===== config.mk =====
export PLATFORM = sky130hd
export DESIGN_NAME = cmd_bw_monitor
export DESIGN_NICKNAME = d
export VERILOG_FILES = /design/src/rtl/bwmon_pkg.sv /design/src/rtl/bwmon_cmd_decode.sv /design/src/rtl/bwmon_window_timer.sv /design/src/rtl/bwmon_event_counter.sv /design/src/rtl/bwmon_status_regs.sv /design/src/rtl/cmd_bw_monitor.sv
export SDC_FILE = /design/constraint.sdc
export NUM_CORES = 1
export LEC_CHECK = 0
export BUFFER_PORTS_ARGS = -buffer_cell sky130_fd_sc_hd__buf_2
export CORE_MARGIN = 1.5
export CORE_UTILIZATION = 25
export CTS_CLUSTER_SIZE = 24
export DETAILED_ROUTE_END_ITERATION = 8
export PLACE_DENSITY = 0.46
export SKIP_LAST_GASP = 1
export SLEW_MARGIN = 25
export SYNTH_ARGS = -nofsm -noshare
export SYNTH_HDL_FRONTEND = slang
export SYNTH_HIERARCHICAL = 1
export SYNTH_SLANG_ARGS = --single-unit
export TNS_END_PERCENT = 10

===== constraint.sdc =====
create_clock -name clk -period 5.35 [get_ports clk]
set_clock_uncertainty 0.15 [all_clocks]
set_input_delay 0.535 -clock clk [delete_from_list [all_inputs] [get_ports clk]]
set_output_delay 0.535 -clock clk [all_outputs]
set_load 0.005 [all_outputs]

===== src/rtl/bwmon_pkg.sv =====
package bwmon_pkg;

  typedef enum logic [1:0] {
    CLS_OTHER = 2'd0,
    CLS_RD    = 2'd1,
    CLS_WR    = 2'd2
  } cmd_cls_e;

  localparam int NUM_CH = 2;
  localparam int CH_RD  = 0;
  localparam int CH_WR  = 1;

  // Read flag wins over write flag; neither flag means a non-data command.
  function automatic cmd_cls_e classify(input logic is_rd, input logic is_wr);
    if (is_rd) return CLS_RD;
    if (is_wr) return CLS_WR;
    return CLS_OTHER;
  endfunction

endpackage


===== src/rtl/bwmon_cmd_decode.sv =====
module bwmon_cmd_decode
  import bwmon_pkg::*;
(
  input  logic              clk,
  input  logic              rst,
  input  logic              valid,
  input  logic              ready,
  input  logic              is_rd,
  input  logic              is_wr,
  output logic [NUM_CH-1:0] hit
);

  logic     fire;
  cmd_cls_e cls;

  assign fire = valid & ready;
  assign cls  = classify(is_rd, is_wr);

  always_comb begin
    hit        = '0;
    hit[CH_RD] = fire && (cls == CLS_RD);
    hit[CH_WR] = fire && (cls == CLS_WR);
  end

  // at most one channel per accepted command
  a_r3_single_channel: assert property (@(posedge clk) disable iff (rst)
    $onehot0(hit));

  // nothing counts without a full handshake
  a_r2_needs_handshake: assert property (@(posedge clk) disable iff (rst)
    !(valid && ready) |-> (hit == '0));

endmodule


===== src/rtl/bwmon_window_timer.sv =====
module bwmon_window_timer #(
  parameter int WIN_LOG2 = 5
) (
  input  logic clk,
  input  logic rst,
  output logic win_end
);

  logic [WIN_LOG2-1:0] tick;

  always_ff @(posedge clk) begin
    if (rst) tick <= '0;
    else     tick <= tick + 1'b1;
  end

  assign win_end = &tick;

  // a closing cycle is never directly followed by another
  a_r1_single_end: assert property (@(posedge clk) disable iff (rst)
    win_end |=> !win_end);

endmodule


===== src/rtl/bwmon_event_counter.sv =====
module bwmon_event_counter #(
  parameter int WIN_LOG2 = 5,
  localparam int CW = WIN_LOG2 + 1
) (
  input  logic          clk,
  input  logic          rst,
  input  logic          hit,
  input  logic          win_end,
  output logic [CW-1:0] snap
);

  localparam logic [CW-1:0] WIN_LEN = CW'(1) << WIN_LOG2;

  logic [CW-1:0] run;
  logic [CW-1:0] inc;

  assign inc = {{(CW-1){1'b0}}, hit};

  always_ff @(posedge clk) begin
    if (rst) begin
      run  <= '0;
      snap <= '0;
    end else if (win_end) begin
      snap <= run + inc;
      run  <= '0;
    end else begin
      run  <= run + inc;
    end
  end

  // running total stays below one window, snapshot at most one window
  a_r8_no_overflow: assert property (@(posedge clk) disable iff (rst)
    (run < WIN_LEN) && (snap <= WIN_LEN));

  // snapshot moves only when a window closes
  a_r7_snap_on_end: assert property (@(posedge clk) disable iff (rst)
    !win_end |=> $stable(snap));

  // running total holds when nothing is accepted
  a_r2_run_hold: assert property (@(posedge clk) disable iff (rst)
    (!hit && !win_end) |=> $stable(run));

endmodule


===== src/rtl/bwmon_status_regs.sv =====
module bwmon_status_regs
  import bwmon_pkg::*;
#(
  parameter int CW = 6
) (
  input  logic                       clk,
  input  logic                       rst,
  input  logic                       upd,
  input  logic [NUM_CH-1:0][CW-1:0]  snap,
  output logic [NUM_CH-1:0][CW-1:0]  stat
);

  always_ff @(posedge clk) begin
    if (rst)      stat <= '0;
    else if (upd) stat <= snap;
  end

  // status frozen without a strobe
  a_r5_hold_without_update: assert property (@(posedge clk) disable iff (rst)
    !upd |=> $stable(stat));

  // a strobe delivers the snapshot seen at that edge
  a_r6_copy_snapshot: assert property (@(posedge clk) disable iff (rst)
    upd |=> (stat == $past(snap)));

endmodule


===== src/rtl/cmd_bw_monitor.sv =====
module cmd_bw_monitor
  import bwmon_pkg::*;
#(
  parameter int WIN_LOG2   = 5,
  parameter int DATA_WIDTH = 64,
  parameter int DW_STAT_W  = 16,
  localparam int CW = WIN_LOG2 + 1
) (
  input  logic                 clk,
  input  logic                 rst,
  input  logic                 cmd_valid,
  input  logic                 cmd_ready,
  input  logic                 cmd_is_read,
  input  logic                 cmd_is_write,
  input  logic                 update_stb,
  output logic [CW-1:0]        rd_count_o,
  output logic [CW-1:0]        wr_count_o,
  output logic [DW_STAT_W-1:0] data_width_o
);

  logic                      win_end;
  logic [NUM_CH-1:0]         hit;
  logic [NUM_CH-1:0][CW-1:0] snap;
  logic [NUM_CH-1:0][CW-1:0] stat;

  bwmon_cmd_decode u_decode (
    .clk   (clk),
    .rst   (rst),
    .valid (cmd_valid),
    .ready (cmd_ready),
    .is_rd (cmd_is_read),
    .is_wr (cmd_is_write),
    .hit   (hit)
  );

  bwmon_window_timer #(.WIN_LOG2(WIN_LOG2)) u_timer (
    .clk     (clk),
    .rst     (rst),
    .win_end (win_end)
  );

  for (genvar ch = 0; ch < NUM_CH; ch++) begin : g_chan
    bwmon_event_counter #(.WIN_LOG2(WIN_LOG2)) u_cnt (
      .clk     (clk),
      .rst     (rst),
      .hit     (hit[ch]),
      .win_end (win_end),
      .snap    (snap[ch])
    );
  end

  bwmon_status_regs #(.CW(CW)) u_status (
    .clk  (clk),
    .rst  (rst),
    .upd  (update_stb),
    .snap (snap),
    .stat (stat)
  );

  assign rd_count_o   = stat[CH_RD];
  assign wr_count_o   = stat[CH_WR];
  assign data_width_o = DW_STAT_W'(DATA_WIDTH);

endmodule


* Yosys cells after proc, flatten, opt, wreduce, memory -nomap -nowiden *
Index checks and enable logic that the tools add are counted.

operators by class
  add/subtract/negate cells = 3
  equal/unequal tests = 2
  multiplexer cells = 7
  bitwise operators = 1
  reduce and logical (&&, ||, !) cells = 4

operator list
  operator                                              number
  adder 6 x 1 -> 6 bit                                  2
  two-way mux 2 bit                                     4
  adder 5 x 1 -> 5 bit (second input constant)          1
  AND reduction 5 bit                                   1
  two-way mux 1 bit                                     3
  equality test 2 x 1 -> 1 bit (second input constant)  1
  equality test 2 bit (second input constant)           1
  logical AND 1 bit                                     2
  OR reduction 2 bit                                    1
  AND 1 bit                                             1

word-level totals
  flip-flop bits (word level) = 41
  input bits = 7
  output and inout port bits = 28
  word-level logic and storage cells = 24

* Depth between registers and ports, before layout *
Gate-level depths: netlist (run 1).

  depth after elaboration = 7
  gate-level depth with buffers = 6
  mapped depth without buffers = 6

* Hierarchy *
Netlist (run 1), hierarchy kept.

by module, submodules not included
  module               instances  cells an instance  area an instance (µm²)  sequential area each (µm²)
  bwmon_event_counter  2          44                 450.4                   240.2
  bwmon_status_regs    1          38                 420.4                   240.2
  bwmon_window_timer   1          17                 196.4                   100.1
  cmd_bw_monitor       1          18                 127.6                   0.0
  bwmon_cmd_decode     1          2                  17.5                    0.0

* Worst setup path before layout (run 1) *
Ideal clock, no wire load.

  kind = input -> register
  start = input cmd_is_read
  end = register g_chan[1].u_cnt.snap[5]
  setup time = 91 ps
  arrival time = 1580 ps
  data required time = 5109 ps
  path slack = 3529 ps
  cell stages on the path = 5
  buffers on the path = 0
  path through = and4b_1 ha_1 nand2_1 or3_1 a311oi_1

between the ends
  longest elaborated chain between the ends = 5

ends and longest elaborated chain
  what                  line                       RTL
  from (decl)           cmd_bw_monitor.sv:13       input logic cmd_is_read,
  two-way mux 1 bit     bwmon_pkg.sv:15            if (is_rd) return CLS_RD;
  two-way mux 2 bit     bwmon_pkg.sv:16            if (is_wr) return CLS_WR;
  equality test 2 bit   bwmon_cmd_decode.sv:22     hit[CH_WR] = fire && (cls == CLS_WR);
  logical AND 1 bit     bwmon_cmd_decode.sv:22
  adder 6 x 1 -> 6 bit  bwmon_event_counter.sv:24  snap <= run + inc;
  to (signal assigned)  bwmon_event_counter.sv:24
  to (decl)             bwmon_event_counter.sv:9   output logic [CW-1:0] snap

Every way passes these cells.
A chain may end at the register's enable or synchronous reset.

* Worst setup path after layout (run 1) *
  start = register u_timer.tick[0]
  end = register g_chan[1].u_cnt.snap[0]

between the ends
  longest elaborated chain between the ends = 1

ends and longest elaborated chain
  what                    line                      RTL
  from (decl)             bwmon_window_timer.sv:9   logic [WIN_LOG2-1:0] tick;
  from (signal assigned)  bwmon_window_timer.sv:13  else tick <= tick + 1'b1;
  AND reduction 5 bit     bwmon_window_timer.sv:16  assign win_end = &tick;
  via win_end             cmd_bw_monitor.sv:21      logic win_end;

The timed path passes the listed nets, and every way through them passes these cells.

==> flow_summary.toml, run 1 <==
[min_path]
whs_path_depth = 1
hp-class = "register to register"

[global_route]
grt_use_total = 0.08417
grt_max_degree = 43
grt_pass1_vias = 1016
grt_first_pass_wirelength_mm = 4.795
antenna_found_initial = 0
overflow = 0

[cts]
cts_hold_buf = 0
clk_path_buf_depth = 2
cts_setup_buffers = 0
numCtsBuffers = 5
cts.htree.levels = 2
clk_pin_slew_worst_paths_ns = 0.07
ctsResizeCount = 0
clk-insertion-delay-late_ns = 0.29
tritoncts = "built"
cts-root-buf = "clkbuf_8"
cts_sinks = 41

[yosys]
async_flop_share = 0
syn_area_sq_um = 1663
synth_area_leaders = "dfxtp_1, mux2i_1, buf_4"
ys_ff_latch = 41
yosysTopAreaCellShare = 0.4936
synth.distinct_cells = 25
synth_area_per_cell_sq_um = 10.20
ys_warn_count = 6
synth-edff-count = 0
synthCells = 163
synth_top_area_cell = "dfxtp_1"
synth_flop_cell = "dfxtp_1"
yosysSeqAreaShare = 0.4936

[placed_design]
place_area_sq_um = 1749
hpwl_mm = 1.750
placement.io_buffers = 18
gp_congestion = 0.6644

[power_and_ir_drop]
switching_share = 0.2008
p_per_area_nw_per_um2 = 313.0
totalPowerFinal_w = 0.0005840
power_leakage_nw = 0.7826
p_seq_frac = 0.530
clockPowerShare = 0.436
p_int_w = 0.0004667
combPwrFrac = 0.034
vdd_ir_drop_max_uv = 109.3
switching_power_w = 0.0001173

[worst_setup_path]
end_kind = "register"
reg2reg_depth = 6
required_ns = 5.35
crit_arrival_ns = 1.77
crit_fanout = 32
setup.worst_path.start_class = "register"
worstSetupPathType = "register to register"

[timing]
slew_headroom = 0.4858
min_period_ns = 1.772
final.period_utilization = 0.3312
drv_slew = 0
clock.fmax_mhz = 564.4
rsz0062_at_grt = "no"
setup_viol = 0
tns_ns = 0
hold_slack_ns = 0.3122
timing.final.hold_violations = 0
tightest_slew_ns = 0.7713

[floorplanning]
ios = 35
num_rows = 29
die_w_um = 84.56
start_util = 0.2604
fp.dieH_um = 84.56
die-area_sq_um = 7150
core_sq_um = 6386

[drt]
dr.pass1.iters = 3
wl_per_cell_um = 10.54
routed_wl_mm = 2.709
drc = 0
vias_per_cell = 4.198
ant_nets = 0
vias = 1079
drtIter0Drc = 48

[finish]
fin_util = 0.2921
final_area_sq_um = 1866
num-nets-final = 192
antennaDiodeCount = 0
area_growth_pct = 12.19
fillers = 690
drive_gt1_frac = 0.1778

[job]
maxCapViolCount = 0

[outcome]
status = "finished, final reports clean"
-- final timing paths --
kind	startpoint	to	slack, ns
setup / recovery	u_timer/tick[0]	g_chan[1].u_cnt/snap[0]	3.58
hold / removal	u_timer/tick[0]	u_timer/tick[0]	0.31
setup reg to reg	u_timer/tick[0]	g_chan[1].u_cnt/snap[0]	3.58
hold reg to reg	u_timer/tick[0]	u_timer/tick[0]	0.31
-- critical path, stage by stage (launching register included) --
cell and delay [ns]:
dfxtp_1 0.37, ha_1 0.19, and3_2 0.19, ha_1 0.13, buf_4 0.32, mux2i_1 0.23
nor2_1 0.05
-- layout make-up --
cell class / count / area (sq um) / area share
clock buffer: 7 / 86.33 / 0.04628
clock inverter: 1 / 30.03 / 0.01610
multi-input combinational: 112 / 734.5 / 0.3937
sequential: 41 / 820.8 / 0.4400
tap: 77 / 96.34 / 0.05164
timing repair buffer: 19 / 97.59 / 0.05231
-- layer usage --
| layer | vias up | global-route usage | part of all wire |
|---|---|---|---|
| li1 | 557 | - | - |
| met1 | 485 | 0.1202 | 0.55 |
| met4 | 0 | 0.03519 | 0.014 |
| met3 | 5 | 0.03343 | 0.055 |
| met2 | 32 | 0.1111 | 0.38 |
| met5 | - | 0 | 0 |
-- Yosys cell counts (3+ instances only) --
cell	number
dfxtp_1	41
nor2_1	27
buf_4	16
mux2i_1	16
a211oi_1	8
ha_1	6
nor3_1	6
nand3_1	4
nor3b_1	4
xor2_1	4
clkbuf_1	3
nand3_2	3
nor2b_1	3
xnor2_1	3
-- kinds of logic (layout without fill, tap and decap cells) --
family / after synthesis / in the layout / synth area share
adder cells (fa/ha/maj): 6 / 6 / 0.04515
XOR/XNOR: 7 / 7 / 0.03687
buffers and inverters: 24 / 27 / 0.09632
AND/OR/NAND/NOR: 54 / 54 / 0.1655
other: 2 / 16 / 0.004516
multiplexers: 17 / 17 / 0.1053
AO/OA/AOI/OAI: 12 / 12 / 0.05267
flip-flops: 41 / 41 / 0.4936
-- through the flow --
step	std cells	setup WS (ns)
floorplan	177	3.529
global placement	249	3.335
detailed placement	249	3.315
CTS	257	3.544
global route	257	3.377
finish	257	3.578
-- power by group through the flow --
stage	registers (W)	logic, W	clock network [W]
after floorplan	0.000316	0.0000226	0
after global placement	0.000317	0.0000199	0
final	0.000310	0.0000197	0.000255
after CTS	0.000310	0.0000200	0.000265
after detailed placement	0.000317	0.0000200	0
after global routing	0.000310	0.0000226	0.000279
-- layout by cell type, fill, tap and decap left out --
cell type,n
bufinv_16,1
nand2_1,2
or3_1,2
xor2_1,4
nand3_2,3
clkbuf_8,6
xnor2_1,3
clkbuf_1,1
and4b_1,1
o21ai_0,2
a211oi_1,8
nor3_1,6
ha_1,6
nor3b_1,4
buf_2,18
nor2_1,27
mux2i_1,16
mux2_4,1
nor2b_1,3
conb_1,16
nand3_1,4
dfxtp_1,41
a311oi_1,2
buf_4,1
and3_2,2
-- flip-flops by register name, summed over array words and instances (netlist names) --
signal	count
g_chan.u_cnt/run	12
u_timer/tick	5
u_status/stat	12
g_chan.u_cnt/snap	12
Power figures use the tool's default switching activity.
==> run 2, diff against run 1 <==
==> constraint.sdc (replaced) <==
create_clock -name clk -period 1.79 [get_ports clk]
set_clock_uncertainty 0.15 [all_clocks]
set_input_delay 0.179 -clock clk [delete_from_list [all_inputs] [get_ports clk]]
set_output_delay 0.179 -clock clk [all_outputs]
set_load 0.005 [all_outputs]
==> flow_summary.toml, run 2 (synthesis gave the netlist of run 1 again) <==
[cts]
cts-root-buf = "clkbuf_8"
clk-insertion-delay-late_ns = 0.29
cts_sinks = 41
cts.htree.levels = 2
numCtsBuffers = 5
tritoncts = "built"
clk_pin_slew_worst_paths_ns = 0.07
clk_path_buf_depth = 2

[worst_setup_path]
reg2reg_setup_slack_ns = 0.16
setup.worst_path.start_class = "register"
r2r_start = "u_timer/tick[0]"
reg2reg_depth = 6
slowest_delay_ns = 0.35
r2r_end = "g_chan[0].u_cnt/snap[0]"
critPathLaunch = "u_timer/tick[0]"
path_delay_family = "adder cells"
required_ns = 1.81
crit_fanout = 16
crit_chain = "ha_1 > and3_2 > ha_2 > buf_12 > mux2i_1 > nor2_1"
end_kind = "register"
crit_arrival_ns = 1.65
cp_slowest_cell = "dfxtp_2"
path_buf_inv = 1
worstSetupPathType = "register to register"

[finish]
num-nets-final = 194
reg.largest.list = "g_chan.u_cnt/run (12), g_chan.u_cnt/snap (12), u_status/stat (12)"
fillers = 677
final_common_cell = "dfxtp_1"
area_growth_pct = 12.94
drive_gt1_frac = 0.1868
fin_util = 0.2941
stdcell_count = 259
final_cell_mix = "dfxtp_1, nor2_1, buf_2, conb_1, mux2i_1"
antennaDiodeCount = 0

[floorplanning]
fp.dieH_um = 84.56
die_w_um = 84.56
start_util = 0.2604
ios = 35
core_sq_um = 6386
num_rows = 29
die-area_sq_um = 7150

[placed_design]
placement.io_buffers = 18
hpwl_mm = 1.834
dp.cells = 250
gp_congestion = 0.6907
dpl_worst_slack_ns = 0.1217

[timing]
setup_slack_ns = 0.1573
drv_slew = 0
rsz0062_at_grt = "no"
timing.final.hold_violations = 0
tns_ns = 0
final.period_utilization = 0.9121
clock.fmax_mhz = 612.5
min_period_ns = 1.633
setup_viol = 0

[power_and_ir_drop]
clockPowerShare = 0.367
power_leakage_nw = 0.7786
p_int_w = 0.001219
switching_share = 0.2177
totalPowerFinal_w = 0.001559
p_seq_frac = 0.594
switching_power_w = 0.0003393
vdd_ir_drop_max_uv = 511.0
p_per_area_nw_per_um2 = 829.9
combPwrFrac = 0.039

[min_path]
hp-start = "rst"
hp-class = "input pin to register"
hold_path_end = "u_timer/tick[3]"
whs_path_depth = 3

[drt]
vias = 1081
drc = 0
wl_per_cell_um = 11.02
dr.pass1.iters = 4
vias_per_cell = 4.174
routed_wl_mm = 2.854
drtIter0Drc = 35
ant_nets = 0

[global_route]
grt_use_total = 0.08484
overflow = 0
grt_pass1_vias = 1008
grt_first_pass_wirelength_mm = 4.788
antenna_found_initial = 0
grt_max_degree = 41

[job]
maxCapViolCount = 0

[outcome]
status = "finished, final reports clean"
-- run 2: what timing repair did --
action / CTS / global route
buffers inserted: 0 / 0
hold buffers: 0 / 0
gates resized for setup: 0 / 2
endpoints found under the setup margin: 0 / 5
-- run 2: final cells by class --
| class | count | area (sq um) | area share |
|---|---|---|---|
| multi-input cells | 112 | 737.0 | 0.3924 |
| well taps | 77 | 96.34 | 0.05130 |
| flip-flops and latches | 41 | 822.0 | 0.4377 |
| clock buffers | 8 | 80.08 | 0.04264 |
| repair buffers | 21 | 142.6 | 0.07595 |
-- run 2: layer usage --
layer,GRT usage,up-vias,share of wire
met4,0.04399,0,0.020
met3,0.03245,7,0.060
met5,0,-,0
met1,0.1180,475,0.53
met2,0.1126,33,0.39
li1,-,566,-
-- run 2: worst max-delay path by stage --
stage / depth (start not counted) / slack (ns) / to
floorplan: 6 / 0.10 / g_chan[0].u_cnt/snap[5]
global placement: 6 / 0.13 / g_chan[0].u_cnt/snap[0]
detailed placement: 6 / 0.12 / g_chan[0].u_cnt/snap[0]
CTS: 6 / 0.11 / g_chan[0].u_cnt/snap[0]
global route: 6 / 0.01 / g_chan[1].u_cnt/snap[5]
finish: 6 / 0.16 / g_chan[0].u_cnt/snap[0]
-- run 2: power by group through the flow --
stage	clock network, W	registers [W]	logic [W]
finish	0.000572	0.000926	0.0000606
global route	0.000638	0.000927	0.0000692
CTS	0.000599	0.000925	0.0000607
detailed placement	0	0.000947	0.0000605
global placement	0	0.000947	0.0000607
floorplan	0	0.000946	0.0000675
-- run 2: worst min-delay path, delay by kind of cell --
family	cells	cell delay, ns
mux	1	0.14
simple gates	1	0.08
buf+inv	1	0.11
-- run 2: through the flow --
stage | cell area [sq um] | hold slack, ns
floorplan | 1715 | 0.09569
global placement | 1769 | 0.2979
detailed placement | 1769 | 0.3054
CTS | 1849 | 0.1006
global route | 1878 | 0.1190
finish | 1878 | 0.1065
==> run 3, diff against run 2 <==
--- a/config.mk
+++ b/config.mk
@@ -6,11 +6,13 @@
 export NUM_CORES = 1
 export LEC_CHECK = 0
 export BUFFER_PORTS_ARGS = -buffer_cell sky130_fd_sc_hd__buf_2
+export CORE_ASPECT_RATIO = 1.2
 export CORE_MARGIN = 1.5
 export CORE_UTILIZATION = 25
 export CTS_CLUSTER_SIZE = 24
 export DETAILED_ROUTE_END_ITERATION = 8
 export PLACE_DENSITY = 0.46
+export SKIP_CTS_REPAIR_TIMING = 1
 export SKIP_LAST_GASP = 1
 export SLEW_MARGIN = 25
 export SYNTH_ARGS = -nofsm -noshare
==> flow_summary.toml, run 3 (synthesis gave the netlist of run 1 again) <==
[power_and_ir_drop]
vdd_ir_drop_max_uv = 412.9
power_leakage_nw = 0.7999
p_per_area_nw_per_um2 = 914.9

[min_path]
hp-class = "input pin to register"
hold_path_end = "g_chan[1].u_cnt/snap[1]"
hp-start = "rst"
whs_path_depth = 2

[timing]
timing.final.hold_violations = 0
setup_slack_ns = 0.1791
min_period_ns = 1.611
tns_ns = 0
setup_viol = 0
drv_slew = 0
final.period_utilization = 0.8999
clock.fmax_mhz = 620.8
rsz0062_at_grt = "no"

[finish]
drive_gt1_frac = 0.1913
antennaDiodeCount = 0
final_common_cell = "dfxtp_1"
final_cell_mix = "dfxtp_1, nor2_1, buf_2, conb_1, mux2i_1"
fillers = 699
reg.largest.list = "g_chan.u_cnt/run (12), g_chan.u_cnt/snap (12), u_status/stat (12)"
area_growth_pct = 14.90
fin_util = 0.2964
num-nets-final = 195

[floorplanning]
num_rows = 32
start_util = 0.2580
die-area_sq_um = 7152
die_w_um = 77.45
core_sq_um = 6446
ios = 35
fp.dieH_um = 92.34

[drt]
dr.pass1.iters = 4
vias = 1072
drc = 0
routed_wl_mm = 2.754
ant_nets = 0
drtIter0Drc = 57
wl_per_cell_um = 10.28
vias_per_cell = 4.000

[worst_setup_path]
path_common_cell = "ha_1"
crit_chain = "ha_1 > and3_2 > ha_1 > buf_12 > nor2_1 > a311oi_1"
worstSetupPathType = "register to register"
reg2reg_setup_slack_ns = 0.18
required_ns = 1.84
r2r_start = "u_timer/tick[1]"
crit_arrival_ns = 1.66
end_kind = "register"
reg2reg_depth = 6
r2r_end = "g_chan[0].u_cnt/snap[5]"
crit_fanout = 32
critPathLaunch = "u_timer/tick[1]"
slowest_delay_ns = 0.35
cp_slowest_cell = "dfxtp_1"
setup.worst_path.start_class = "register"

[job]
maxCapViolCount = 0

[placed_design]
placement.io_buffers = 18
gp_congestion = 0.6738
hpwl_mm = 1.906
dpl_worst_slack_ns = 0.1298

[global_route]
antenna_found_initial = 0
grt_use_total = 0.08785
grt_first_pass_wirelength_mm = 4.774
grt_pass1_vias = 980
grt_max_degree = 33
overflow = 0

[outcome]
status = "finished, final reports clean"

[cts]
clk_pin_slew_worst_paths_ns = 0.08
tritoncts = "built"
cts.htree.levels = 2
clk_path_buf_depth = 2
cts_sinks = 41
clk-insertion-delay-late_ns = 0.29
cts-root-buf = "clkbuf_8"
numCtsBuffers = 5
## run 3: layout make-up
class	count	area, sq um	area share
clock buffers	7	86.33	0.04519
clock inverters	1	30.03	0.01572
multi-input cells	112	734.5	0.3844
flip-flops and latches	41	820.8	0.4296
well taps	85	106.4	0.05566
repair buffers	22	132.6	0.06942
## run 3: critical path, delay by kind of cell, from the launching register on
family | cells | cell delay (ns)
buf+inv | 1 | 0.20
flops | 1 | 0.35
compound gates | 1 | 0.22
fa+ha+maj | 2 | 0.36
simple gates | 2 | 0.24
## run 3: metrics by stage
step                cells  total power [W]  cell area [sq um]  hold slack, ns
detailed placement    260         0.001012               1794          0.3295
global route          268         0.001839               1911         0.09992
CTS                   268         0.001785               1911         0.08967
global placement      260         0.001012               1794          0.3217
finish                268         0.001748               1911         0.09508
floorplan             177         0.001013               1715         0.09569
## run 3: power breakdown
part	switching, W	total, W	leakage, nW	internal (W)
sequential	0.00000464	0.000924	0.331	0.000920
clock	0.000304	0.000758	0.0585	0.000455
combinational	0.0000402	0.0000654	0.411	0.0000252
total	0.000349	0.00175	0.800	0.00140
## run 3: worst max path at each step
stage	end	slack [ns]	cells after the start
2_1_floorplan	g_chan[0].u_cnt/snap[5]	0.10	6
3_3_place_gp	g_chan[1].u_cnt/run[5]	0.16	6
3_5_place_dp	g_chan[1].u_cnt/snap[5]	0.13	6
4_1_cts	g_chan[1].u_cnt/snap[5]	0.16	6
5_1_grt	g_chan[0].u_cnt/snap[5]	0.06	6
6_report	g_chan[0].u_cnt/snap[5]	0.18	6
## run 3: per-layer routing
| metal | track usage | routed length (um) |
|---|---|---|
| met1 | 0.1163 | 1391 |
| met2 | 0.1257 | 1174 |
| met3 | 0.02956 | 153 |
| met4 | 0.04545 | 34 |
| met5 | 0 | 0 |
